===== config.mk =====
export PLATFORM = sky130hd
export DESIGN_NAME = segsr_tapped
export DESIGN_NICKNAME = d
export VERILOG_FILES = /design/src/rtl/segsr_pkg.sv /design/src/rtl/segsr_segment.sv /design/src/rtl/segsr_tapctl.sv /design/src/rtl/segsr_tapped.sv
export SDC_FILE = /design/constraint.sdc
export NUM_CORES = 1
export LEC_CHECK = 0
export BUFFER_PORTS_ARGS = -buffer_cell sky130_fd_sc_hd__buf_2
export CORE_MARGIN = 8
export CORE_UTILIZATION = 39
export CTS_CLUSTER_SIZE = 28
export DETAILED_ROUTE_END_ITERATION = 16
export PLACE_DENSITY = 0.6
export SLEW_MARGIN = 30
export SYNTH_ARGS = -nofsm -noshare
export SYNTH_HDL_FRONTEND = slang
export SYNTH_SLANG_ARGS = --single-unit

===== constraint.sdc =====
create_clock -name clk -period 0.85 [get_ports clk]
set_clock_uncertainty 0.2 [all_clocks]
set_input_delay 0.1275 -clock clk [delete_from_list [all_inputs] [get_ports clk]]
set_output_delay 0.1275 -clock clk [all_outputs]
set_load 0.01 [all_outputs]

===== src/rtl/segsr_pkg.sv =====
package segsr_pkg;

   // Direction a segment tap currently plays on the shared bus
   typedef enum logic {
      TAP_DRIVE = 1'b0,
      TAP_SENSE = 1'b1
   } tap_dir_e;

   localparam int unsigned SEGSR_MIN_SEG_LEN = 2;
   localparam int unsigned SEGSR_MIN_NUM_SEG = 2;

   // Stage number (1-based) whose content a tap presents
   function automatic int unsigned tap_stage(input int unsigned seg_len,
                                             input int unsigned k);
      return seg_len * (k + 1);
   endfunction

endpackage


===== src/rtl/segsr_segment.sv =====
module segsr_segment #(
   parameter int unsigned LEN = 16
) (
   input  logic clk,
   input  logic rst,
   input  logic din,
   output logic head,
   output logic tail
);
   import segsr_pkg::*;

   generate
      if (LEN < SEGSR_MIN_SEG_LEN) begin : g_len_bad
         $error("segsr_segment: LEN must be at least 2");
      end
   endgenerate

   logic [LEN-1:0] stg;

   always_ff @(posedge clk) begin
      if (rst) stg <= '0;
      else     stg <= {stg[LEN-2:0], din};
   end

   assign head = stg[0];
   assign tail = stg[LEN-1];

endmodule


===== src/rtl/segsr_tapctl.sv =====
module segsr_tapctl #(
   parameter int unsigned NUM_SEG = 4
) (
   input  logic               wr_en,
   input  logic               ser_in,
   input  logic [NUM_SEG-2:0] tap_in,
   input  logic [NUM_SEG-1:0] seg_tail,
   output logic [NUM_SEG-1:0] seg_feed,
   output logic [NUM_SEG-1:0] tap_out,
   output logic [NUM_SEG-1:0] tap_oe
);
   import segsr_pkg::*;

   tap_dir_e dir;
   assign dir = tap_dir_e'(wr_en);

   assign seg_feed[0] = ser_in;

   for (genvar k = 0; k < NUM_SEG; k++) begin : g_tap
      assign tap_out[k] = seg_tail[k];
      assign tap_oe[k]  = (dir == TAP_DRIVE);
      if (k > 0) begin : g_link
         assign seg_feed[k] = (dir == TAP_SENSE) ? tap_in[k-1] : seg_tail[k-1];
      end
   end

endmodule


===== src/rtl/segsr_tapped.sv =====
module segsr_tapped #(
   parameter int unsigned SEG_LEN = 16,
   parameter int unsigned NUM_SEG = 4
) (
   input  logic               clk,
   input  logic               rst,
   input  logic               ser_in,
   input  logic               wr_en,
   input  logic [NUM_SEG-2:0] tap_in,
   output logic [NUM_SEG-1:0] tap_out,
   output logic [NUM_SEG-1:0] tap_oe
);
   import segsr_pkg::*;

   localparam int unsigned TOTAL_STAGES = SEG_LEN * NUM_SEG;
   localparam int unsigned LAST_TAP     = tap_stage(SEG_LEN, NUM_SEG - 1);

   generate
      if (NUM_SEG < SEGSR_MIN_NUM_SEG) begin : g_nseg_bad
         $error("segsr_tapped: NUM_SEG must be at least 2");
      end
      if (LAST_TAP != TOTAL_STAGES) begin : g_geom_bad
         $error("segsr_tapped: tap geometry mismatch");
      end
   endgenerate

   logic [NUM_SEG-1:0] seg_feed;
   logic [NUM_SEG-1:0] seg_head;
   logic [NUM_SEG-1:0] seg_tail;

   segsr_tapctl #(.NUM_SEG(NUM_SEG)) u_tapctl (
      .wr_en    (wr_en),
      .ser_in   (ser_in),
      .tap_in   (tap_in),
      .seg_tail (seg_tail),
      .seg_feed (seg_feed),
      .tap_out  (tap_out),
      .tap_oe   (tap_oe)
   );

   for (genvar k = 0; k < NUM_SEG; k++) begin : g_seg
      segsr_segment #(.LEN(SEG_LEN)) u_seg (
         .clk  (clk),
         .rst  (rst),
         .din  (seg_feed[k]),
         .head (seg_head[k]),
         .tail (seg_tail[k])
      );

      if (k == 0) begin : g_entry

         ser_entry_chk: assert property (@(posedge clk) disable iff (rst)
            1'b1 |=> seg_head[0] == $past(ser_in));
      end else begin : g_boundary

         chain_link_chk: assert property (@(posedge clk) disable iff (rst)
            !wr_en |=> seg_head[k] == $past(tap_out[k-1]));

         tap_load_chk: assert property (@(posedge clk) disable iff (rst)
            wr_en |=> seg_head[k] == $past(tap_in[k-1]));
      end
   end


   oe_all_or_none_chk: assert property (@(posedge clk) disable iff (rst)
      (tap_oe != '0) |-> ($countones(tap_oe) == NUM_SEG));

endmodule


# Word-level counts from Yosys, hierarchy flattened
# Index checks and enable logic that the tools add are counted.
dict set report classes {
  n_addsub 0
  mul 0
  div 0
  magnitude_cmp 0
  eq_ne 0
  n_shift 0
  mux 3
  bitwise 1
  n_reduce_logical 0
}
# operator count
set op_table {}
lappend op_table {{two-way mux 1 bit} 3}
lappend op_table {{inverter 1 bit} 1}
dict set report totals {
  register_bits 64
  latchBits 0
  mem_bits_rw 0
  romBits 0
  in_bits 7
  out_inout_bits 8
  word_cells 8
  mem_count 0
}

# Depth between registers and ports, before layout
# Gate-level depths: netlist (run 1).
dict set report logic_depth {
  depth_word 1
  ltp_mapped 3
  mapped_depth_nobuf 2
}

# Cells and area by module
# Synthesis (run 1) repeated with hierarchy kept, for this count alone.
dict set report hier_totals {
  cells_unflattened 144
  hier_area_um2 1954.4
}
# mod instances cells_each area_each_um2 seq_area_each_um2
set modules_own_cells {}
lappend modules_own_cells {segsr_segment 4 33 464.2 320.3}
lappend modules_own_cells {segsr_tapctl 1 12 97.6 0.0}

# Least setup slack after synthesis (run 1)
# OpenSTA, ideal clock, no wires.
dict set report synth_path {
  path_kind {register -> register}
  from {register g_seg[0].u_seg.stg[15]}
  to {register g_seg[1].u_seg.stg[0]}
  setup_ns 0.114
  t_arrival_ns 0.435
  required_time_ns 0.536
  setup_slack_ns 0.100
  stages_incl_launch_ff 3
  n_path_buf 0
  synth_period_minus_slack_ns 0.750
  path_cell_list {dfxtp_1 -> mux2i_1 -> nor2_1}
}
dict set report synth_via {
  elab_chain_len 1
}
# item line_no
set synth_rtl {}
lappend synth_rtl {{start: declaration} segsr_segment.sv:18} ;# logic [LEN-1:0] stg;
lappend synth_rtl {{start signal: assignment} segsr_segment.sv:22} ;# else stg <= {stg[LEN-2:0], din};
lappend synth_rtl {{two-way mux 1 bit} segsr_tapctl.sv:23} ;# assign seg_feed[k] = (dir == TAP_SENSE) ? tap_in[k-1] : seg_tail[k-1];
lappend synth_rtl {{end signal: assignment} segsr_segment.sv:22}
lappend synth_rtl {{end: declaration} segsr_segment.sv:18}
# Every way passes these cells.
# A chain may end at the register's enable or synchronous reset.

# Final worst setup path (run 1)
dict set report layout_path {
  from {register g_seg[1].u_seg.stg[15]}
  to {output port tap_out[1]}
}
# item line_no
set layout_rtl {}
lappend layout_rtl {{end: declaration} segsr_tapped.sv:10} ;# output logic [NUM_SEG-1:0] tap_out,
# No word-level cell between the ends.

==> impl_metrics.tcl, run 1 <==
set metrics [dict create \
    dp.final_hpwl_microns 1423 \
    reg_top3 "g_seg.u_seg.stg (64)" \
    mappedNetlistArea_sq_mm 0.001839 \
    p_clk_frac 0.408 \
    synthXorXnorAreaFrac 0 \
    max_stage_delay_ns 0.33 \
    critical_path.cell_chain "buf_6" \
    async_reset_ff_frac 0 \
    achievable-frequency_ghz 0.9166 \
    dr_total_vias 880 \
    worst_slew_pin_slew_ns 0.1334 \
    p_comb_frac 0.022 \
    synth_adder_area_share 0 \
    synthMuxAreaShare 0.01633 \
    syn_to_final_growth_pct 13.13 \
    rows 25 \
    first_global_vias 877 \
    drt_first_pass_iters 4 \
    fill_cells 433 \
    multi_input_logic_area_sq_um 422.9 \
    layout_cell_share_with_drive_strength_beyond_1 0.2000 \
    power_density_mw_per_mm2 2551 \
    total_power_w 0.005308 \
    gr-max-usage-layer "met2" \
    dieWidth_microns 84.68 \
    area.sequential_sq_mm 0.001285 \
    postSynthRegisterBits 64 \
    m2_gr_usage 0.1031 \
    violations_in_the_final_reports "negative hold slack, negative setup slack" \
    core_area_sq_mm 0.004629 \
    first_iter_violations 26 \
    cp-start-kind "flip-flop" \
    cts.clk_slew.worst_paths_ns 0.06 \
    grt_util_met3 0.05951 \
    starting_utilization_of_the_core_area 0.3973 \
    htree_num_levels 3 \
    worst_path_dominant_cell_family "flip-flops" \
    netlist-cell-type-count 7 \
    crit_path_max_fanout 2 \
    synth_largest_area_cell "sky130_fd_sc_hd__dfxtp_1" \
    layout.nets 168 \
    path_class "flip-flop to output port" \
    slew_headroom 0.9085 \
    hold-worst-slack_ns -0.1686 \
    synth_top_cell_area_share 0.6966 \
    skew_pair_late_insertion_delay_ns 0.32 \
    grt_max_degree 37 \
    final_antenna_net_count 0 \
    arrival_ns 0.76 \
    p_sw_frac 0.1940 \
    synth_cells 146 \
    synthesis.nets 153 \
    final.min_clock_period_ns 1.091 \
    sequentialPowerShare 0.570 \
    globalplace.congestion 0.6664 \
    post_route_clock_period_utilization 1.284 \
    post_synth.cell_area_avg_sq_um 12.60 \
    yosys.cell_count.top_type "sky130_fd_sc_hd__dfxtp_1" \
    synth_top_flop_cell "sky130_fd_sc_hd__dfxtp_1" \
    synth_simple_gate_area_share 0.2136 \
    leakagePower_nw 0.8556 \
    finalSetupViolCount 5 \
    synth.top_cells.by_area "sky130_fd_sc_hd__dfxtp_1 (70%), sky130_fd_sc_hd__nor2b_1 (21%), sky130_fd_sc_hd__buf_6 (4.3%), sky130_fd_sc_hd__buf_4 (2.9%), sky130_fd_sc_hd__mux2i_1 (1.6%)" \
    final_critical_path_setup_slack_ns -0.2410 \
    grt.total_usage 0.07639 \
    met1_resource_use_gr 0.07719 \
    cts.root.buffer_cell "sky130_fd_sc_hd__clkbuf_8" \
    yosys_warnings 0 \
    synth-edff-count 0 \
    finalHoldViolCount 4 \
    cts_inserted_buffers 9 \
    register_area_share_after_synthesis 0.6966 \
    synth_top_family_by_area "simple AND/OR/NAND/NOR gates" \
    top_register "g_seg.u_seg.stg" \
    vdd_drop_max_v 0.001364 \
    worstHoldPathType "primary input to flip-flop" \
    crit_required_ns 0.52 \
    drcViolationCount 0 \
    compound_gate_fraction_of_synth_area 0 \
    detail_route.vias_per_cell 4.018 \
    clock_tree_from_tritoncts "done" \
    io_pins 15 \
    total_switching_power_w 0.001030 \
    die_area_sq_mm 0.007170 \
    cp-end-kind "output port" \
    grt_setup_unrepaired "true" \
    grt_pass1_wl_microns 4015 \
    numClockSinks 64 \
    die_h_microns 84.68 \
    yosys-top-cells-count "sky130_fd_sc_hd__dfxtp_1 (64), sky130_fd_sc_hd__nor2b_1 (61), sky130_fd_sc_hd__buf_4 (7), sky130_fd_sc_hd__buf_6 (7)" \
    routedWlPerCell_microns 10.58 \
    run_status "finished, violations left" \
    antenna_cells_inserted 0 \
    report.final.slew_viol_count 0 \
    drt_wl_total_microns 2318 \
    grt_antenna_before_repair 0 \
    worstPathBufferInverterCount 1 \
    post-route-util 0.4495 \
    largest_register_ffs 64 \
    cts.path.max_buffers 2 \
    timing.max_cap.violations 0 \
    port_buffers 14 \
    cellInternalPower_w 0.004278 \
    cpMaxStageDelayCell "sky130_fd_sc_hd__dfxtp_2" \
    grt.overflow.total 0 \
]
## worst paths after layout
path	cells after the start	slack, ns	endpoint	startpoint
max	1	-0.24	tap_out[1]	g_seg[1].u_seg.stg[15]
min	2	-0.17	g_seg[0].u_seg.stg[0]	ser_in
max reg2reg	3	-0.06	g_seg[3].u_seg.stg[0]	g_seg[2].u_seg.stg[15]
min reg2reg	1	0.23	g_seg[0].u_seg.stg[11]	g_seg[0].u_seg.stg[10]
## per-stage QoR
stage                     setup slack, ns   TNS [ns]  cells  instance area (sq um)
after floorplan                    0.1002          0    146                   1839
after global placement          -0.002720  -0.002720    203                   1881
after detailed placement         -0.01252   -0.02006    203                   1881
after CTS                         -0.2683     -1.101    219                   2077
after global routing              -0.2806     -1.192    219                   2081
final                             -0.2410    -0.9838    219                   2081
## kinds of logic (layout without fill, tap and decap cells)
logic type / count (synthesis) / in the layout
flops: 64 / 64
simple gates: 64 / 64
buf+inv: 15 / 34
mux: 3 / 3
## power groups by stage
stage | Sequential (W) | Clock [W] | Combinational, W
after floorplan | 0.00309 | 0 | 0.000106
after global placement | 0.00309 | 0 | 0.000115
after detailed placement | 0.00309 | 0 | 0.000121
after CTS | 0.00303 | 0.00226 | 0.000121
after global routing | 0.00303 | 0.00237 | 0.000133
final | 0.00303 | 0.00216 | 0.000117
## cell type report
cell class	count	area share
multi-input cells	67	0.2032
repair buffers	18	0.06494
inverters	1	0.001804
well taps	54	0.03247
flip-flops and latches	64	0.6176
clock buffers	15	0.07998
## repair_timing
action,4_1_cts,5_1_grt
hold endpoints to repair,4,4
buffers inserted,1,0
pin swaps,0,1
gates resized for setup,6,2
setup endpoints to repair,4,9
## cell usage in the layout, fill, tap and decap left out
| cell type | instances |
|---|---|
| sky130_fd_sc_hd__dfxtp_1 | 61 |
| sky130_fd_sc_hd__mux2i_1 | 3 |
| sky130_fd_sc_hd__clkbuf_1 | 4 |
| sky130_fd_sc_hd__buf_6 | 4 |
| sky130_fd_sc_hd__dfxtp_2 | 3 |
| sky130_fd_sc_hd__nor2b_1 | 61 |
| sky130_fd_sc_hd__inv_2 | 1 |
| sky130_fd_sc_hd__buf_2 | 11 |
| sky130_fd_sc_hd__buf_12 | 1 |
| sky130_fd_sc_hd__clkbuf_8 | 11 |
| sky130_fd_sc_hd__buf_4 | 2 |
| sky130_fd_sc_hd__nor2_1 | 3 |
## per-layer routing
metal	vias to the layer above	wire length, microns
met5	-	0
met4	0	48
met3	4	200
met2	18	949
met1	400	1119
li1	458	-
No activity file was read; power rests on OpenSTA's default activity.
==> inputs of run 2 (changes only) <==
- SYNTH_HIERARCHICAL: not set -> 1
==> impl_metrics.tcl, run 2 <==
set metrics [dict create \
    cp-start-kind "flip-flop" \
    port_buffers 14 \
    grt.total_usage 0.08165 \
    top_register "g_seg.u_seg/stg" \
    arrival_ns 0.87 \
    drt_first_pass_iters 2 \
    synth_top_cell_area_share 0.6556 \
    multi_input_logic_area_sq_um 564.3 \
    cp-end-kind "output port" \
    final.min_clock_period_ns 1.195 \
    cts.root.buffer_cell "sky130_fd_sc_hd__clkbuf_8" \
    numClockSinks 64 \
    grt_pass1_wl_microns 4340 \
    worstRegToRegCells 3 \
    first_iter_violations 43 \
    finalHoldViolCount 17 \
    cts_inserted_buffers 9 \
    post_route_clock_period_utilization 1.406 \
    synthesis.nets 151 \
    violations_in_the_final_reports "negative hold slack, negative setup slack" \
    routedWlPerCell_microns 10.48 \
    cts.clk_slew.worst_paths_ns 0.06 \
    hold-worst-slack_ns -0.1777 \
    final_antenna_net_count 0 \
    drt_wl_total_microns 2505 \
    cts.path.max_buffers 2 \
    async_reset_ff_frac 0 \
    synthXorXnorAreaFrac 0 \
    synth_largest_area_cell "sky130_fd_sc_hd__dfxtp_1" \
    skew_pair_late_insertion_delay_ns 0.33 \
    die_area_sq_mm 0.007533 \
    most_frequent_standard_cell_in_the_layout_excluding_fill_and_tap_cells "sky130_fd_sc_hd__dfxtp_1" \
    hold-path-cell-count 2 \
    starting_utilization_of_the_core_area 0.4084 \
    dieWidth_microns 86.79 \
    synth-edff-count 0 \
    compound_gate_fraction_of_synth_area 0 \
    dr_total_vias 929 \
    vdd_drop_max_v 0.001564 \
    report.final.slew_viol_count 0 \
    mostFrequentLayoutCells "sky130_fd_sc_hd__dfxtp_1 (61), sky130_fd_sc_hd__nor2b_2 (28), sky130_fd_sc_hd__and2b_2 (24)" \
    timing.max_cap.violations 0 \
    power_density_mw_per_mm2 2357 \
    totalNegativeSetupSlack_ns -1.860 \
    yosys.cell_count.top_type "sky130_fd_sc_hd__dfxtp_1" \
    globalplace.congestion 0.6792 \
    preCtsSetupSlack_ns -0.2324 \
    path_class "flip-flop to output port" \
    reg_top3 "g_seg.u_seg/stg (64)" \
    antenna_cells_inserted 0 \
    area.sequential_sq_mm 0.001285 \
    io_pins 15 \
    post_synth.cell_area_avg_sq_um 13.57 \
    run_status "finished, violations left" \
    grt_antenna_before_repair 0 \
    largest_register_ffs 64 \
    syn_to_final_growth_pct 18.31 \
    achievable-frequency_ghz 0.8365 \
    synth_adder_area_share 0 \
    fill_cells 431 \
    finalSetupViolCount 7 \
    grt_max_degree 33 \
    synth_simple_gate_area_share 0.2714 \
    grt.overflow.total 0 \
    synth_top_family_by_area "simple AND/OR/NAND/NOR gates" \
    yosys_warnings 6 \
    layout.nets 176 \
    leakagePower_nw 0.9850 \
    slew_headroom 0.9184 \
    crit_required_ns 0.52 \
    register_area_share_after_synthesis 0.6556 \
    crit_path_max_fanout 2 \
    clock_tree_from_tritoncts "done" \
    postSynthRegisterBits 64 \
    rows 25 \
    htree_num_levels 3 \
    layout_cell_share_with_drive_strength_beyond_1 0.5581 \
    core_area_sq_mm 0.004786 \
    first_global_vias 933 \
    netlist-cell-type-count 8 \
    dp.final_hpwl_microns 1645 \
    final_critical_path_setup_slack_ns -0.3454 \
    die_h_microns 86.79 \
    detail_route.vias_per_cell 3.887 \
    synth_top_flop_cell "sky130_fd_sc_hd__dfxtp_1" \
    synth.top_cells.by_area "sky130_fd_sc_hd__dfxtp_1 (66%), sky130_fd_sc_hd__nor2b_2 (13%), sky130_fd_sc_hd__and2b_2 (11%), sky130_fd_sc_hd__nor2b_1 (3.8%), sky130_fd_sc_hd__buf_4 (3.1%)" \
    yosys-top-cells-count "sky130_fd_sc_hd__dfxtp_1 (64), sky130_fd_sc_hd__nor2b_2 (28), sky130_fd_sc_hd__and2b_2 (24), sky130_fd_sc_hd__nor2b_1 (12), sky130_fd_sc_hd__buf_4 (8)" \
    total_power_w 0.005449 \
    drcViolationCount 0 \
    mappedNetlistArea_sq_mm 0.001954 \
    worst_slew_pin_slew_ns 0.1223 \
    worstHoldPathType "primary input to flip-flop" \
    grt_setup_unrepaired "true" \
    synthMuxAreaShare 0.01729 \
    synth_cells 144 \
]
run 2: kinds of logic (layout without fill, tap and decap cells):
kind of cell  count (synthesis)  in the layout
buf+inv                      13             41
flops                        64             64
mux                           3              3
simple gates                 64             64
run 2: power by group:
| group | switching [W] | internal, W | total [W] |
|---|---|---|---|
| logic | 0.0000776 | 0.0000844 | 0.000162 |
| clock network | 0.000992 | 0.00127 | 0.00226 |
| registers | 0.00000454 | 0.00302 | 0.00303 |
run 2: path summary, 6_finish.rpt:
| check | from | endpoint | slack (ns) |
|---|---|---|---|
| max reg2reg | g_seg[2].u_seg/stg[15] | g_seg[3].u_seg/stg[0] | -0.31 |
| min | ser_in | g_seg[0].u_seg/stg[0] | -0.18 |
| max | g_seg[2].u_seg/stg[15] | tap_out[2] | -0.35 |
| min reg2reg | g_seg[2].u_seg/stg[10] | g_seg[2].u_seg/stg[11] | 0.23 |
run 2: per-layer routing:
metal | wire length (microns) | vias to the layer above | share of wire | track usage
met4 | 67 | 0 | 0.027 | 0.05164
met3 | 178 | 7 | 0.071 | 0.06711
met2 | 1171 | 20 | 0.47 | 0.1159
li1 | - | 473 | - | -
met5 | 0 | - | 0 | 0
met1 | 1088 | 429 | 0.43 | 0.07946
run 2: area by class of cell:
type | count | share of cell area
clock buffers | 14 | 0.07468
inverters | 1 | 0.001623
multi-input cells | 67 | 0.2440
flip-flops and latches | 64 | 0.5557
well taps | 67 | 0.03626
repair buffers | 26 | 0.08766
run 2: repair_timing:
| action | 4_1_cts | 5_1_grt |
|---|---|---|
| setup buffers | 1 | 0 |
| cloned | 0 | 0 |
| gates resized for setup | 9 | 1 |
| hold endpoints to repair | 17 | 15 |
| setup endpoints to repair | 7 | 7 |
run 2: worst max-delay path: stages (launching register included):
cell and delay, ns:
sky130_fd_sc_hd__dfxtp_2 0.33, sky130_fd_sc_hd__buf_6 0.11, sky130_fd_sc_hd__buf_6 0.11
run 2: stage by stage:
step | instance area [sq um] | util | instances | hold slack [ns]
after global placement | 2098 | 0.4384 | 224 | 0.1520
after CTS | 2308 | 0.4824 | 239 | -0.1926
after global routing | 2312 | 0.4831 | 239 | -0.1935
after floorplan | 1954 | - | 144 | 0.1211
after detailed placement | 2098 | 0.4384 | 224 | 0.1583
final | 2312 | 0.4831 | 239 | -0.1777
